## src/rtl/i2cm_pkg.sv

```systemverilog
`timescale 1ns/1ps
package i2cm_pkg;

  // Command word fields whose positions software depends on.
  localparam int CMD_WR_BIT    = 10;
  localparam int CMD_LEN_BIT   = 11;
  localparam int CMD_PROBE_BIT = 12;
  localparam int CMD_HOLD_BIT  = 13;
  localparam logic [1:0] MODE_NATIVE = 2'b10;

  // Event bit positions inside the status register.
  localparam int EV_ERR = 13;
  localparam int EV_TX  = 14;
  localparam int EV_RX  = 15;

  // Register addresses.
  localparam logic [1:0] RA_CMD  = 2'd0;
  localparam logic [1:0] RA_STAT = 2'd1;
  localparam logic [1:0] RA_WMB  = 2'd2;
  localparam logic [1:0] RA_RMB  = 2'd3;

  typedef struct packed {
    logic [6:0] addr;
    logic       wr;
    logic       two;
    logic       probe;
    logic       hold;
  } cmd_t;

  typedef enum logic [2:0] {S_IDLE, S_START, S_BIT, S_STOP, S_FIN} eng_st_e;

  function automatic cmd_t decode_cmd(input logic [15:0] w);
    cmd_t c;
    c.addr  = w[6:0];
    c.wr    = w[CMD_WR_BIT];
    c.two   = w[CMD_LEN_BIT];
    c.probe = w[CMD_PROBE_BIT];
    c.hold  = w[CMD_HOLD_BIT];
    return c;
  endfunction

  function automatic logic cmd_native(input logic [15:0] w);
    return w[15:14] == MODE_NATIVE;
  endfunction

  // Number of payload bytes after the address byte.
  function automatic logic [1:0] data_bytes(input cmd_t c);
    if (c.probe) return 2'd0;
    return c.two ? 2'd2 : 2'd1;
  endfunction

  function automatic logic [7:0] addr_byte(input cmd_t c);
    return {c.addr, ~c.wr};
  endfunction

  // Returns {rx, tx, err} for a finished command.
  function automatic logic [2:0] done_events(input logic err, input logic wr);
    if (err) return 3'b001;
    return wr ? 3'b010 : 3'b100;
  endfunction

endpackage

```

## src/rtl/i2cm_qtick.sv

```systemverilog
`timescale 1ns/1ps
module i2cm_qtick #(
  parameter int QTR_DIV = 125
) (
  input  logic clk,
  input  logic rst_n,
  input  logic en,
  output logic tick
);
  localparam int CW = (QTR_DIV > 1) ? $clog2(QTR_DIV) : 1;
  localparam logic [CW-1:0] LAST = CW'(QTR_DIV - 1);

  logic [CW-1:0] cnt;

  assign tick = en && (cnt == LAST);

  always_ff @(posedge clk) begin
    if (!rst_n)            cnt <= '0;
    else if (!en || tick)  cnt <= '0;
    else                   cnt <= cnt + 1'b1;
  end

  // the counter never runs past its terminal value.
  p_cnt_bounded_r10: assert property (@(posedge clk) disable iff (!rst_n)
    cnt <= LAST);

endmodule

```

## src/rtl/i2cm_engine.sv

```systemverilog
`timescale 1ns/1ps
module i2cm_engine
  import i2cm_pkg::*;
(
  input  logic        clk,
  input  logic        rst_n,
  input  logic        start,
  input  cmd_t        cmd,
  input  logic [15:0] wmb,
  input  logic        tick,
  input  logic        scl_i,
  input  logic        sda_i,
  output logic        scl_low,
  output logic        sda_low,
  output logic        busy,
  output logic        done,
  output logic        err_out,
  output logic [15:0] rx_data
);
  eng_st_e     st;
  logic [1:0]  q;
  logic [3:0]  bcnt;
  logic [1:0]  byt;
  logic [7:0]  sh;
  logic        ackbit;
  logic        err;
  cmd_t        c;
  logic [15:0] wmb_l;

  // Named internal events.
  logic       adv, tx_phase, last_byte, out_bit, byte_end, nack_seen;
  logic [1:0] nbytes;

  assign adv       = tick && !(q == 2'd2 && !scl_i);   // wait while SCL held low
  assign nbytes    = data_bytes(c);
  assign tx_phase  = (byt == 2'd0) || c.wr;
  assign last_byte = (byt == nbytes);
  assign out_bit   = (bcnt < 4'd8) ? (tx_phase ? sh[7] : 1'b1)
                                   : (tx_phase ? 1'b1 : last_byte);
  assign byte_end  = (st == S_BIT) && adv && (q == 2'd3) && (bcnt == 4'd8);
  assign nack_seen = byte_end && tx_phase && ackbit;

  assign busy    = (st != S_IDLE);
  assign done    = (st == S_FIN);
  assign err_out = err;

  always_ff @(posedge clk) begin
    if (!rst_n) begin
      st <= S_IDLE; q <= '0; bcnt <= '0; byt <= '0; sh <= '0;
      ackbit <= 1'b0; err <= 1'b0; scl_low <= 1'b0; sda_low <= 1'b0;
      rx_data <= '0; c <= '0; wmb_l <= '0;
    end else begin
      unique case (st)
        S_IDLE: if (start) begin
          c <= cmd; wmb_l <= wmb; err <= 1'b0; q <= '0; st <= S_START;
        end
        S_START: if (adv) begin
          q <= q + 2'd1;
          unique case (q)
            2'd0: sda_low <= 1'b0;
            2'd1: scl_low <= 1'b0;
            2'd2: sda_low <= 1'b1;
            2'd3: begin
              scl_low <= 1'b1; st <= S_BIT; bcnt <= '0; byt <= '0;
              sh <= addr_byte(c);
            end
          endcase
        end
        S_BIT: if (adv) begin
          q <= q + 2'd1;
          unique case (q)
            2'd0: sda_low <= !out_bit;
            2'd1: scl_low <= 1'b0;
            2'd2: if (bcnt < 4'd8) sh <= {sh[6:0], sda_i};
                  else             ackbit <= sda_i;
            2'd3: begin
              scl_low <= 1'b1;
              if (bcnt != 4'd8) bcnt <= bcnt + 4'd1;
              else if (tx_phase && ackbit) begin
                err <= 1'b1; st <= S_STOP;
              end else begin
                if (!tx_phase) begin
                  if (byt == 2'd1) rx_data[7:0]  <= sh;
                  else             rx_data[15:8] <= sh;
                end
                if (last_byte) st <= c.hold ? S_FIN : S_STOP;
                else begin
                  byt  <= byt + 2'd1;
                  bcnt <= '0;
                  sh   <= (byt == 2'd0) ? wmb_l[7:0] : wmb_l[15:8];
                end
              end
            end
          endcase
        end
        S_STOP: if (adv) begin
          q <= q + 2'd1;
          unique case (q)
            2'd0: sda_low <= 1'b1;
            2'd1: scl_low <= 1'b0;
            2'd2: sda_low <= 1'b0;
            2'd3: st <= S_FIN;
          endcase
        end
        S_FIN: begin
          sda_low <= 1'b0;
          st <= S_IDLE;
        end
        default: st <= S_IDLE;
      endcase
    end
  end

  // during data bits SDA only moves while SCL is driven low.
  p_sda_still_scl_high_r3: assert property (@(posedge clk) disable iff (!rst_n)
    (st == S_BIT && $past(st == S_BIT) && !scl_low && $past(!scl_low)) |-> $stable(sda_low));

  // a NACK in a master-transmit slot always leads to STOP.
  p_nack_to_stop_r7: assert property (@(posedge clk) disable iff (!rst_n)
    nack_seen |=> (st == S_STOP));

  // a held, acknowledged final byte finishes without STOP.
  p_hold_no_stop_r8: assert property (@(posedge clk) disable iff (!rst_n)
    (byte_end && last_byte && c.hold && !(tx_phase && ackbit)) |=> (st == S_FIN));

  // an idle engine that was not holding never drives SDA.
  p_idle_sda_free_r11: assert property (@(posedge clk) disable iff (!rst_n)
    (st == S_IDLE && $past(st == S_IDLE)) |-> !sda_low);

endmodule

```

## src/rtl/i2cm_regs.sv

```systemverilog
`timescale 1ns/1ps
module i2cm_regs
  import i2cm_pkg::*;
(
  input  logic        clk,
  input  logic        rst_n,
  input  logic        we,
  input  logic [1:0]  addr,
  input  logic [15:0] wdata,
  output logic [15:0] rdata,
  input  logic        busy,
  input  logic        done,
  input  logic        err,
  input  logic [15:0] rx,
  output logic        start,
  output cmd_t        cmd,
  output logic [15:0] wmb
);
  logic [15:0] cmd_q;
  logic [2:0]  ev;       // {rx, tx, err}
  logic [2:0]  ev_set, ev_clr;
  logic        stat_wr;

  assign start   = we && (addr == RA_CMD) && !busy && cmd_native(wdata);
  assign cmd     = decode_cmd(wdata);
  assign stat_wr = we && (addr == RA_STAT);
  assign ev_clr  = stat_wr ? {wdata[EV_RX], wdata[EV_TX], wdata[EV_ERR]} : 3'b000;
  assign ev_set  = done ? done_events(err, cmd_q[CMD_WR_BIT]) : 3'b000;

  always_ff @(posedge clk) begin
    if (!rst_n) begin
      cmd_q <= '0; ev <= '0; wmb <= '0;
    end else begin
      if (start) cmd_q <= wdata;
      if (we && addr == RA_WMB) wmb <= wdata;
      ev <= (ev & ~ev_clr) | ev_set;
    end
  end

  always_comb begin
    unique case (addr)
      RA_CMD:  rdata = cmd_q;
      RA_STAT: rdata = {ev[2], ev[1], ev[0], 12'd0, busy};
      RA_WMB:  rdata = wmb;
      default: rdata = rx;
    endcase
  end

  // busy only drops together with a raised event.
  p_busy_ends_with_event_r2: assert property (@(posedge clk) disable iff (!rst_n)
    $fell(busy) |-> (ev != 3'b000));

  // a foreign-mode command leaves the engine idle.
  p_bad_mode_ignored_r1: assert property (@(posedge clk) disable iff (!rst_n)
    (we && addr == RA_CMD && !busy && wdata[15:14] != MODE_NATIVE) |=> !busy);

  // events hold their value without a status write or completion.
  p_ev_sticky_r9: assert property (@(posedge clk) disable iff (!rst_n)
    (!done && !stat_wr) |=> $stable(ev));

  // completion raises at most one event at a time.
  p_one_event_r2: assert property (@(posedge clk) disable iff (!rst_n)
    $onehot0(ev_set));

endmodule

```

## src/rtl/i2c_mbox_master.sv

```systemverilog
`timescale 1ns/1ps
module i2c_mbox_master
  import i2cm_pkg::*;
#(
  parameter int QTR_DIV = 125
) (
  input  logic        clk,
  input  logic        rst_n,
  input  logic        reg_we,
  input  logic [1:0]  reg_addr,
  input  logic [15:0] reg_wdata,
  output logic [15:0] reg_rdata,
  input  logic        scl_i,
  input  logic        sda_i,
  output logic        scl_drive_low,
  output logic        sda_drive_low
);
  logic        start, busy, done, err, tick;
  cmd_t        cmd;
  logic [15:0] wmb, rx;

  i2cm_regs u_regs (
    .clk(clk), .rst_n(rst_n), .we(reg_we), .addr(reg_addr), .wdata(reg_wdata),
    .rdata(reg_rdata), .busy(busy), .done(done), .err(err), .rx(rx),
    .start(start), .cmd(cmd), .wmb(wmb)
  );

  i2cm_qtick #(.QTR_DIV(QTR_DIV)) u_tick (
    .clk(clk), .rst_n(rst_n), .en(busy), .tick(tick)
  );

  i2cm_engine u_eng (
    .clk(clk), .rst_n(rst_n), .start(start), .cmd(cmd), .wmb(wmb), .tick(tick),
    .scl_i(scl_i), .sda_i(sda_i), .scl_low(scl_drive_low), .sda_low(sda_drive_low),
    .busy(busy), .done(done), .err_out(err), .rx_data(rx)
  );

endmodule

```

## config.mk

```make
export PLATFORM = sky130hd
export DESIGN_NAME = i2c_mbox_master
export DESIGN_NICKNAME = d
export VERILOG_FILES = /design/src/rtl/i2cm_pkg.sv /design/src/rtl/i2cm_qtick.sv /design/src/rtl/i2cm_engine.sv /design/src/rtl/i2cm_regs.sv /design/src/rtl/i2c_mbox_master.sv
export SDC_FILE = /design/constraint.sdc
export NUM_CORES = 1
export LEC_CHECK = 0
export BUFFER_PORTS_ARGS = -buffer_cell sky130_fd_sc_hd__buf_4
export CAP_MARGIN = 20
export CORE_AREA = 2 2 100 102
export DETAILED_ROUTE_END_ITERATION = 7
export DIE_AREA = 0 0 102 104
export GPL_TIMING_DRIVEN = 0
export PLACE_DENSITY_LB_ADDON = 0.25
export SLEW_MARGIN = 15
export SYNTH_ARGS = -nofsm -noshare
export SYNTH_HDL_FRONTEND = slang
export SYNTH_SLANG_ARGS = --single-unit
```

## constraint.sdc

```tcl
create_clock -name clk -period 4.5 [get_ports clk]
set_input_delay 0.9 -clock clk [delete_from_list [all_inputs] [get_ports clk]]
set_output_delay 0.9 -clock clk [all_outputs]
set_load 0.01 [all_outputs]
```

# [After elaboration in Yosys (flattened, before gate mapping)]
# Cells that the tools add are included.
[word_totals] reg_bits=108 in_bits=23 out_inout_bits=18 wordCells=189
[op_classes] n_addsub=4 order_cmp=1 eq_ne=40 muxes=73 bitwise_logic=10 reduce_logical=40
[op_table] cell="8-bit 2-to-1 mux" count=8
[op_table] cell="3-bit 2-to-1 mux" count=16
[op_table] cell="16-bit case mux with 3 select lines" count=1
[op_table] cell="8-bit case mux with 2 select lines" count=2
[op_table] cell="4-bit 2-to-1 mux" count=7
[op_table] cell="7-bit AND reduction" count=4
[op_table] cell="2-bit 2-to-1 mux" count=12
[op_table] cell="3-bit != test (second input constant)" count=6
[op_table] cell="9-bit AND reduction" count=2
[op_table] cell="1-bit 2-to-1 mux" count=17
[op_table] cell="2-bit != test (second input constant)" count=8
[op_table] cell="2-bit by 1-bit != test with 1-bit output (second input constant)" count=7
[op_table] cell="3-bit case mux with 4 select lines" count=1
[op_table] cell="1-bit case mux with 2 select lines" count=5
[op_table] cell="1-bit logical AND" count=9
[op_table] cell="3-bit by 2-bit != test with 1-bit output (second input constant)" count=3
[op_table] cell="2-bit == test (second input constant)" count=4
[op_table] cell="2-bit case mux with 2 select lines" count=2
[op_table] cell="4-bit case mux with 2 select lines" count=1
[op_table] cell="8-bit AND reduction" count=1
[op_table] cell="2-bit nonzero test" count=4
[op_table] cell="7-bit by 1-bit adder with 7-bit output (second input constant)" count=1
[op_table] cell="7-bit == test (second input constant)" count=1
[op_table] cell="1-bit NOT" count=7
[op_table] cell="other kinds (27)" count=39

# [Logic depth before layout (Yosys ltp)]
# Gate-level depths: netlist of run 1.
[logic_depth] word_depth=9 mapped_depth=9 depth_no_buf=7

# [Cells and area by module]
# From an unflattened synthesis of run 1, not the netlist that was laid out.
[unflattened] cells_unflattened=607 area_unflattened_um2=5355.1
[by_module_without_submodules] module="i2cm_engine" n_inst=1 cells_each=375 area_each_um2=3264.4 seq_area_each_um2=1321.3
[by_module_without_submodules] module="i2cm_regs" n_inst=1 cells_each=198 area_each_um2=1783.0 seq_area_each_um2=700.7
[by_module_without_submodules] module="i2cm_qtick" n_inst=1 cells_each=34 area_each_um2=307.8 seq_area_each_um2=140.1

# [Least setup slack after synthesis of run 1]
# OpenSTA, ideal clock, no wires.
[synth_timing] path_type="input -> output" from="in reg_addr[1]" to="out reg_rdata[10]" arrival_ns=2.128 t_required_ns=3.600 slack_ns=1.472 path_stages=4 n_path_buf=2 cell_sequence="clkbuf_1 -> clkbuf_1 -> mux2i_1 -> o21ai_0"
[synth_via] elab_chain_len=2 elab_cells_between_ends=4 classes_between="2 x eq/ne; 1 x mux; 1 x reduce/logical"
[synth_rtl] item="from (decl)" line="i2c_mbox_master.sv:10" rtl="input logic [1:0] reg_addr,"
[synth_rtl] item="2-bit == test (tied with other cells)" line="i2cm_regs.sv:41" rtl="unique case (addr)"
[synth_rtl] item="16-bit case mux with 3 select lines *" line="i2cm_regs.sv:41"
[synth_rtl] item="to (decl)" line="i2c_mbox_master.sv:12" rtl="output logic [15:0] reg_rdata,"
# Every way passes the cells marked *; elsewhere a longest branch is shown, timed or not.

# [Worst setup path in the final report of run 1]
[layout_timing] from="in reg_addr[1]" to="out reg_rdata[12]"
# Same word-level chain as after synthesis.

==> impl_results.md, run 1 <==
* Leading area contributor after synthesis: dfxtp_1
* Synth top cells by count: 150 x nand2_1, 108 x dfxtp_1, 50 x a21boi_0, 41 x o21ai_0, 40 x mux2i_1
* Power Density at 292 mW/mm^2
* Crit path max fanout at 10
* Count leader, synth: nand2_1
* Total inserted antenna cells at 0
* Adder-cell area share of the yosys netlist at 0.0243
* Slowest cell delay on critical path at 0.69 ns
* FFs w/ async S/R, synth at 0
* Share of layout cells above drive strength 1 at 0.113
* H-Tree Depth at 3
* Required time worst endpoint at 3.60 ns
* Xor/xnor share of the synthesized area at 0.00680
* Synthesis warning total at 0
* Sequential cell area fraction in the yosys report at 0.420
* CTS hold repair buffers at 0
* Outcome: completed
* Die Area at 0.0106 sq mm
* Setup TNS at 0 ns
* Number of synthesized flops with an enable pin at 0
* Core footprint at 0.00955 sq mm
* Critical Path End Type: primary output
* Kind of critical path: input port to primary output
* Yosys top cell area share at 0.420
* TritonCTS clock tree: built
* Post-DP HPWL at 10200 um
* Worst path bufs/invs at 4
* Worst Setup Start Kind: input port
* Nets at 685
* Area growth, synth to finish at 12.8%
* # Max-Cap Violations at 0
* Clock skew at 0.00711 ns
* Max Slew Vio Count at 0
* Slew @ Worst Pin at 0.825 ns
* Hold_ws at 0.458 ns
* Die width at 102 um
* Initial antenna violation count at 0
* Final period utilization at 0.869
* Crit path DAT at 3.01 ns
* Largest family of logic cells by synthesized area: simple AND/OR/NAND/NOR gates
* Cells after synthesis at 603
* VDD IR max at 0.000199 V
* Seq cells post-synth at 108
* Relative slew slack at 0.450
* Maximum clock rate at 256 MHz
* CTS Buffer Depth at 2
* Syn_nets at 636
* # resized after CTS at 0
* Drt first pass iters at 5
* Top cells by area, synth: dfxtp_1 42%, nand2_1 11%, mux2i_1 7.8%
* Initial DRC Count at 246
* Clock period minus worst slack at 3.91 ns
* Starting Density at 0.540
* Grt total ovfl at 0
* Final hold vios at 0
* Avg Inst Size Synth at 8.55 sq um
* Later-pin clock latency in the skew report at 0.38 ns
* Synth Area in Compound Gates at 0.192
* Maximum number of pins on one net before global-route repair at 18
* Number of setup buffers added after CTS at 0
* Family with the most delay on the worst path: buffers and inverters
* Clk sinks at 108
* Cell Chain, Critical Path: buf_4, clkbuf_1, clkbuf_1, mux2i_1, o21ai_0, buf_4
* Number of global-route vias before repair at 4250
* Num rows at 36
* First-pass GRT wire length at 21900 um
* Post-Route WL at 13700 um
* Unique cell type count in the Yosys netlist at 59
* GP Congestion at 0.903
* I/O pins at 41
* HP Class: register to register
* Post-Synth Simple-Gate Area at 0.218
* Cell Area, Synth at 0.00515 sq mm
* Chip height at 104 um
* DR vias at 4493
* Number of setup violations in the final report at 0
* Drt via density at 5.69
* DRC Markers at 0
* Number of routed nets with antenna violations at 0
* Top FF cell, synth: dfxtp_1
* Multiplexer share of the synthesized area at 0.0952
* WL/cell at 17.4 um
* RSZ-0062 raised after global routing: no
* Root Buffer: clkbuf_8
* Pleak at 2.05 nW
* Clock transition at path regs at 0.10 ns
* CTS Buf Count at 9
* All-Layer GR Usage at 0.268
* # port buffers at 38
* CP max-delay cell: clkbuf_1
[sequential cells by signal, indices dropped and copies added (netlist names), 2 cells and up]
register	flops
u_eng.bcnt	4
u_eng.byt	2
u_eng.c	11
u_eng.q	2
u_eng.rx_data	16
u_eng.sh	8
u_eng.st	3
u_eng.wmb_l	16
u_regs.cmd_q	16
u_regs.ev	3
u_regs.wmb	16
u_tick.cnt	7
[worst min-delay path, stage by stage (launching register included)]
cell and delay [ns]:
dfxtp_1 0.32, nand2_1 0.05, a21boi_1 0.05
[cells in the final DEF, fill, tap and decap left out, drive strengths merged, types with 3 or more instances in the layout]
| master | n |
|---|---|
| o21a | 3 |
| dfxtp | 108 |
| mux4 | 4 |
| inv | 13 |
| nor3 | 8 |
| and2 | 11 |
| ha | 10 |
| nand2 | 151 |
| mux2i | 40 |
| a21boi | 60 |
| nor4 | 3 |
| o22ai | 4 |
| a22oi | 3 |
| nor3b | 4 |
| nand4 | 3 |
| a21oi | 18 |
| or3 | 4 |
| buf | 44 |
| and3 | 4 |
| nand3 | 14 |
| nor2 | 16 |
| clkbuf | 44 |
| nor2b | 10 |
| o21ai | 42 |
[report_power, final]
group	switching (mW)	internal [mW]	total (mW)
clock	0.341	0.289	0.630
combinational	0.0574	0.0398	0.0972
sequential	0.00669	0.963	0.970
[stage by stage]
stage                     worst slack [ns]   util  total power [mW]  std cells  instance area, sq um
after global placement               0.627  0.587              1.09        774                  5610
after global routing                 0.525  0.609              1.74        790                  5820
final                                0.590  0.609              1.70        790                  5820
after CTS                            0.601  0.609              1.69        790                  5820
after floorplan                       1.47      -              1.04        603                  5150
after detailed placement             0.587  0.587              1.09        774                  5610
[metal layers]
layer,vias up,part of all wire,global-route usage
met2,133,0.48,0.439
li1,2172,-,-
met1,2162,0.44,0.353
met4,0,0.025,0.104
met5,-,0,0
met3,26,0.051,0.0376
[worst paths after layout]
check	from	endpoint	slack, ns	cells after the start
worst max register to register	u_eng.q[0]	u_eng.rx_data[5]	1.84	8
worst max-delay path	reg_addr[1]	reg_rdata[12]	0.59	6
worst min-delay path	u_regs.cmd_q[8]	u_regs.cmd_q[8]	0.46	2
worst min register to register	u_regs.cmd_q[8]	u_regs.cmd_q[8]	0.46	2
[final cells by class]
type                            count  area [sq um]
Buffer                             40           186
Clock buffer                       11           151
Clock inverter                      5          58.8
Fill cell                         881          3730
Inverter                           12          45.0
Multi-Input combinational cell    443          2760
Sequential cell                   108          2160
Tap cell                          133           166
Timing Repair Buffer               38           285
[cells by family (layout without fill, tap and decap cells)]
kind of cell,after synthesis,count (layout)
multiplexers,44,44
flip-flops,108,108
adder cells (fa/ha/maj),10,10
buffers and inverters,52,106
AND/OR/NAND/NOR,239,239
AO/OA/AOI/OAI,146,146
XOR/XNOR,4,4
No activity file was read; power rests on OpenSTA's default activity.
==> inputs of run 2 (changes only) <==
--- a/config.mk
+++ b/config.mk
@@ -7,12 +7,13 @@
 export LEC_CHECK = 0
 export BUFFER_PORTS_ARGS = -buffer_cell sky130_fd_sc_hd__buf_4
 export CAP_MARGIN = 20
-export CORE_AREA = 2 2 100 102
+export CORE_AREA = 2 2 102 104
 export DETAILED_ROUTE_END_ITERATION = 7
-export DIE_AREA = 0 0 102 104
+export DIE_AREA = 0 0 104 106
 export GPL_TIMING_DRIVEN = 0
 export PLACE_DENSITY_LB_ADDON = 0.25
 export SLEW_MARGIN = 15
 export SYNTH_ARGS = -nofsm -noshare
 export SYNTH_HDL_FRONTEND = slang
+export SYNTH_HIERARCHICAL = 1
 export SYNTH_SLANG_ARGS = --single-unit
==> run 2 against run 1 <==
  * Worst hold slack got worse by 0.0016 ns
  * Sequential power about the same
  * Via count increased by 0.82%
  * First-iteration DRC count increased by 6.5%
  * Clock skew increased by 0.011 ns
  * Die area increased by 3.9%
  * Worst setup slack improved by 0.79 ns
  * Clock power decreased by 8.3%
  * Register-to-register slack got worse by 0.46 ns
  * Highest routed layer unchanged
  * Synthesized cell count increased by 0.66%
==> impl_results.md, run 2 <==
* Core footprint at 0.0100 sq mm (was 0.00955 sq mm)
* Final period utilization at 0.693 (was 0.869)
* Kind of critical path: register to register (was input port to primary output)
* Number of setup violations in the final report at 0 (unchanged)
* Number of global-route vias before repair at 4393 (was 4250)
* Share of layout cells above drive strength 1 at 0.175 (was 0.113)
* CP max-delay cell: nor4_4 (was clkbuf_1)
* # port buffers at 40 (was 38)
* DR WL met3 at 607 um (was 700 um)
* Initial antenna violation count at 0 (unchanged)
* Reg2reg end: u_eng/rx_data[14] (was u_eng.rx_data[5])
* Crit path max fanout at 10 (unchanged)
* Yosys top cell area share at 0.404 (was 0.420)
* Initial DRC Count at 262 (was 246)
* Grt total ovfl at 0 (unchanged)
* Cell Chain, Critical Path: buf_2, or3_1, inv_1, nor3_1, nand3_1, nor4_4, mux2i_1, nor2b_1 (was buf_4, clkbuf_1, clkbuf_1, mux2i_1, o21ai_0, buf_4)
* Later-pin clock latency in the skew report at 0.38 ns (about the same)
* Top cells by area, synth: dfxtp_1 40%, nand2_1 9.2%, mux2i_1 7.5% (was dfxtp_1 42%, nand2_1 11%, mux2i_1 7.8%)
* Hold path endpoint: u_regs/cmd_q[14] (was u_regs.cmd_q[8])
* CTS Buffer Depth at 2 (unchanged)
* Critical Path End Type: register (was primary output)
* Drt via density at 5.67 (was 5.69)
* Most common cell after layout, fill and taps aside: nand2_1 (unchanged)
* Final hold vios at 0 (unchanged)
* Power share of the clock group at 0.342 (was 0.371)
* VDD IR max at 0.000190 V (was 0.000199 V)
* Power Density at 280 mW/mm^2 (was 292 mW/mm^2)
* RSZ-0062 raised after global routing: no (unchanged)
* H-Tree Depth at 3 (unchanged)
* Seq cells post-synth at 108 (unchanged)
* Relative slew slack at 0.459 (was 0.450)
* DRC Markers at 0 (unchanged)
* Hold Path Depth at 2 (unchanged)
* Required time worst endpoint at 4.78 ns (was 3.60 ns)
* Sequential share of power at 0.576 (was 0.572)
* GP Congestion at 0.871 (was 0.903)
* First-pass GRT wire length at 22300 um (was 21900 um)
* FFs w/ async S/R, synth at 0 (unchanged)
* Count leader, synth: nand2_1 (unchanged)
* WL/cell at 17.1 um (was 17.4 um)
* Number of routed nets with antenna violations at 0 (unchanged)
* Root Buffer: clkbuf_8 (unchanged)
* Leading area contributor after synthesis: dfxtp_1 (unchanged)
* Max Slew Vio Count at 0 (unchanged)
* Number of synthesized flops with an enable pin at 0 (unchanged)
* Post-DP HPWL at 10500 um (was 10200 um)
* Worst Setup Start Kind: register (was input port)
* Unique cell type count in the Yosys netlist at 68 (was 59)
* Pleak at 2.33 nW (was 2.05 nW)
* Nets at 691 (was 685)
* Starting Density at 0.536 (was 0.540)
* Slew @ Worst Pin at 0.806 ns (was 0.825 ns)
* # resized after CTS at 0 (unchanged)
* Number of setup buffers added after CTS at 0 (unchanged)
* Cell Area, Synth at 0.00536 sq mm (was 0.00515 sq mm)
* Most frequent cells in the layout: 131 x nand2_1, 108 x dfxtp_1, 55 x buf_4 (was 150 x nand2_1, 108 x dfxtp_1, 50 x a21boi_0)
* Worst hold start: u_regs/cmd_q[14] (was u_regs.cmd_q[8])
* Hold_ws at 0.457 ns (was 0.458 ns)
* Slowest cell delay on critical path at 0.78 ns (was 0.69 ns)
* TritonCTS clock tree: built (unchanged)
* Highest Signal Layer: met4 (unchanged)
* Clock transition at path regs at 0.11 ns (was 0.10 ns)
* Combinational group share of total power at 0.082 (was 0.057)
* Outcome: completed (unchanged)
* Clock period minus worst slack at 3.12 ns (was 3.91 ns)
* Switching pwr at 0.451 mW (was 0.405 mW)
* Die width at 104 um (was 102 um)
* Setup TNS at 0 ns (unchanged)
* CTS Buf Count at 9 (unchanged)
* Int Pwr at 1.24 mW (was 1.29 mW)
* Top FF cell, synth: dfxtp_1 (unchanged)
* Total inserted antenna cells at 0 (unchanged)
* Syn_nets at 640 (was 636)
* Cells after synthesis at 607 (was 603)
* Switching share of power at 0.267 (was 0.238)
* Synthesis warning total at 6 (was 0)
* Avg Inst Size Synth at 8.82 sq um (was 8.55 sq um)
* DR vias at 4530 (was 4493)
* R2R setup slack at 1.38 ns (was 1.84 ns)
* Maximum clock rate at 321 MHz (was 256 MHz)
* HP Class: register to register (unchanged)
* WL met1 at 5940 um (was 6030 um)
* Worst Reg-to-Reg Cells at 8 (unchanged)
* CTS hold repair buffers at 0 (unchanged)
* # Max-Cap Violations at 0 (unchanged)
* All-Layer GR Usage at 0.258 (was 0.268)
* Crit path DAT at 3.40 ns (was 3.01 ns)
* Chip height at 106 um (was 104 um)
* Clock skew at 0.0184 ns (was 0.00711 ns)
* Post-Route WL at 13700 um (about the same)
* FILL cells at 929 (was 881)
* Sequential cell area fraction in the yosys report at 0.404 (was 0.420)
* I/O pins at 41 (unchanged)
* Die Area at 0.0110 sq mm (was 0.0106 sq mm)
* Drt first pass iters at 5 (unchanged)
* Synth top cells by count: 131 x nand2_1, 108 x dfxtp_1, 40 x mux2i_1, 33 x a21oi_1, 30 x a21boi_0 (was 150 x nand2_1, 108 x dfxtp_1, 50 x a21boi_0, 41 x o21ai_0, 40 x mux2i_1)
* Maximum number of pins on one net before global-route repair at 21 (was 18)
* Worst R2R Start: u_eng/st[0] (was u_eng.q[0])
* Met2 routed WL at 6810 um (was 6660 um)
* Clk sinks at 108 (unchanged)
* Num rows at 37 (was 36)
* Area growth, synth to finish at 12.5% (was 12.8%)
## run 2: changes by cell type in the layout (fill, tap and decap cells not counted), sizes merged, moves of 12 or more
cell and delta:
a22o +12, buf +24, mux2 +12, o21ai -29, a21oi +16, a21boi -30
nand2 -19, clkbuf -15
## run 2: cell type report
type,count,area (sq um),area share
clock inverter,7,73.8,0.0123
clock buffer,9,124,0.0206
tap,136,170,0.0283
multi-input combinational,434,2850,0.474
inverter,17,63.8,0.0106
sequential,108,2160,0.359
timing repair buffer,40,300,0.0499
buffer,48,277,0.0459
## run 2: worst max-delay path: cells and delay by family, from the launching register on
family	cells	cell delay, ns
simple gates	5	2.00
buf+inv	2	0.34
mux	1	0.27
flops	1	0.41
## run 2: power groups by stage
stage	clock [mW]	sequential, mW	combinational [mW]
2_1_floorplan	0	0.991	0.0863
3_3_place_gp	0	0.993	0.135
3_5_place_dp	0	0.994	0.137
4_1_cts	0.587	0.972	0.138
5_1_grt	0.632	0.973	0.151
6_report	0.578	0.972	0.139
## run 2: routing by layer
metal  GRT usage  vias up
li1            -     2199
met3      0.0307       28
met2       0.451      135
met1       0.325     2168
met4       0.106        0
met5           0        -
## run 2: worst max path at each step
| stage | start | endpoint | slack (ns) | cells past startpoint |
|---|---|---|---|---|
| 2_1_floorplan | u_eng/st[0] | u_eng/err_out | 1.95 | 11 |
| 6_report | u_eng/st[0] | u_eng/rx_data[14] | 1.38 | 8 |
| 5_1_grt | u_eng/st[0] | u_eng/rx_data[14] | 1.03 | 8 |
| 3_5_place_dp | u_eng/st[0] | u_eng/rx_data[15] | 1.43 | 8 |
| 4_1_cts | u_eng/st[0] | u_eng/rx_data[14] | 1.39 | 8 |
| 3_3_place_gp | u_eng/st[0] | u_eng/rx_data[8] | 1.44 | 8 |
## run 2: metrics by stage
| step | util | setup slack (ns) | std cells | total power [mW] | instance area (sq um) |
|---|---|---|---|---|---|
| after floorplan | - | 1.95 | 607 | 1.08 | 5360 |
| after detailed placement | 0.583 | 1.43 | 783 | 1.13 | 5830 |
| final | 0.602 | 1.38 | 799 | 1.69 | 6020 |
| after global placement | 0.583 | 1.44 | 783 | 1.13 | 5830 |
| after CTS | 0.602 | 1.39 | 799 | 1.70 | 6020 |
| after global routing | 0.602 | 1.03 | 799 | 1.76 | 6020 |
## run 2: cells by family after synthesis
| group | share of synthesized area |
|---|---|
| simple gates | 0.215 |
| compound gates | 0.171 |
| flops | 0.404 |
| buf+inv | 0.0636 |
| mux | 0.117 |
| fa+ha+maj | 0.0234 |
| xor+xnor | 0.00654 |
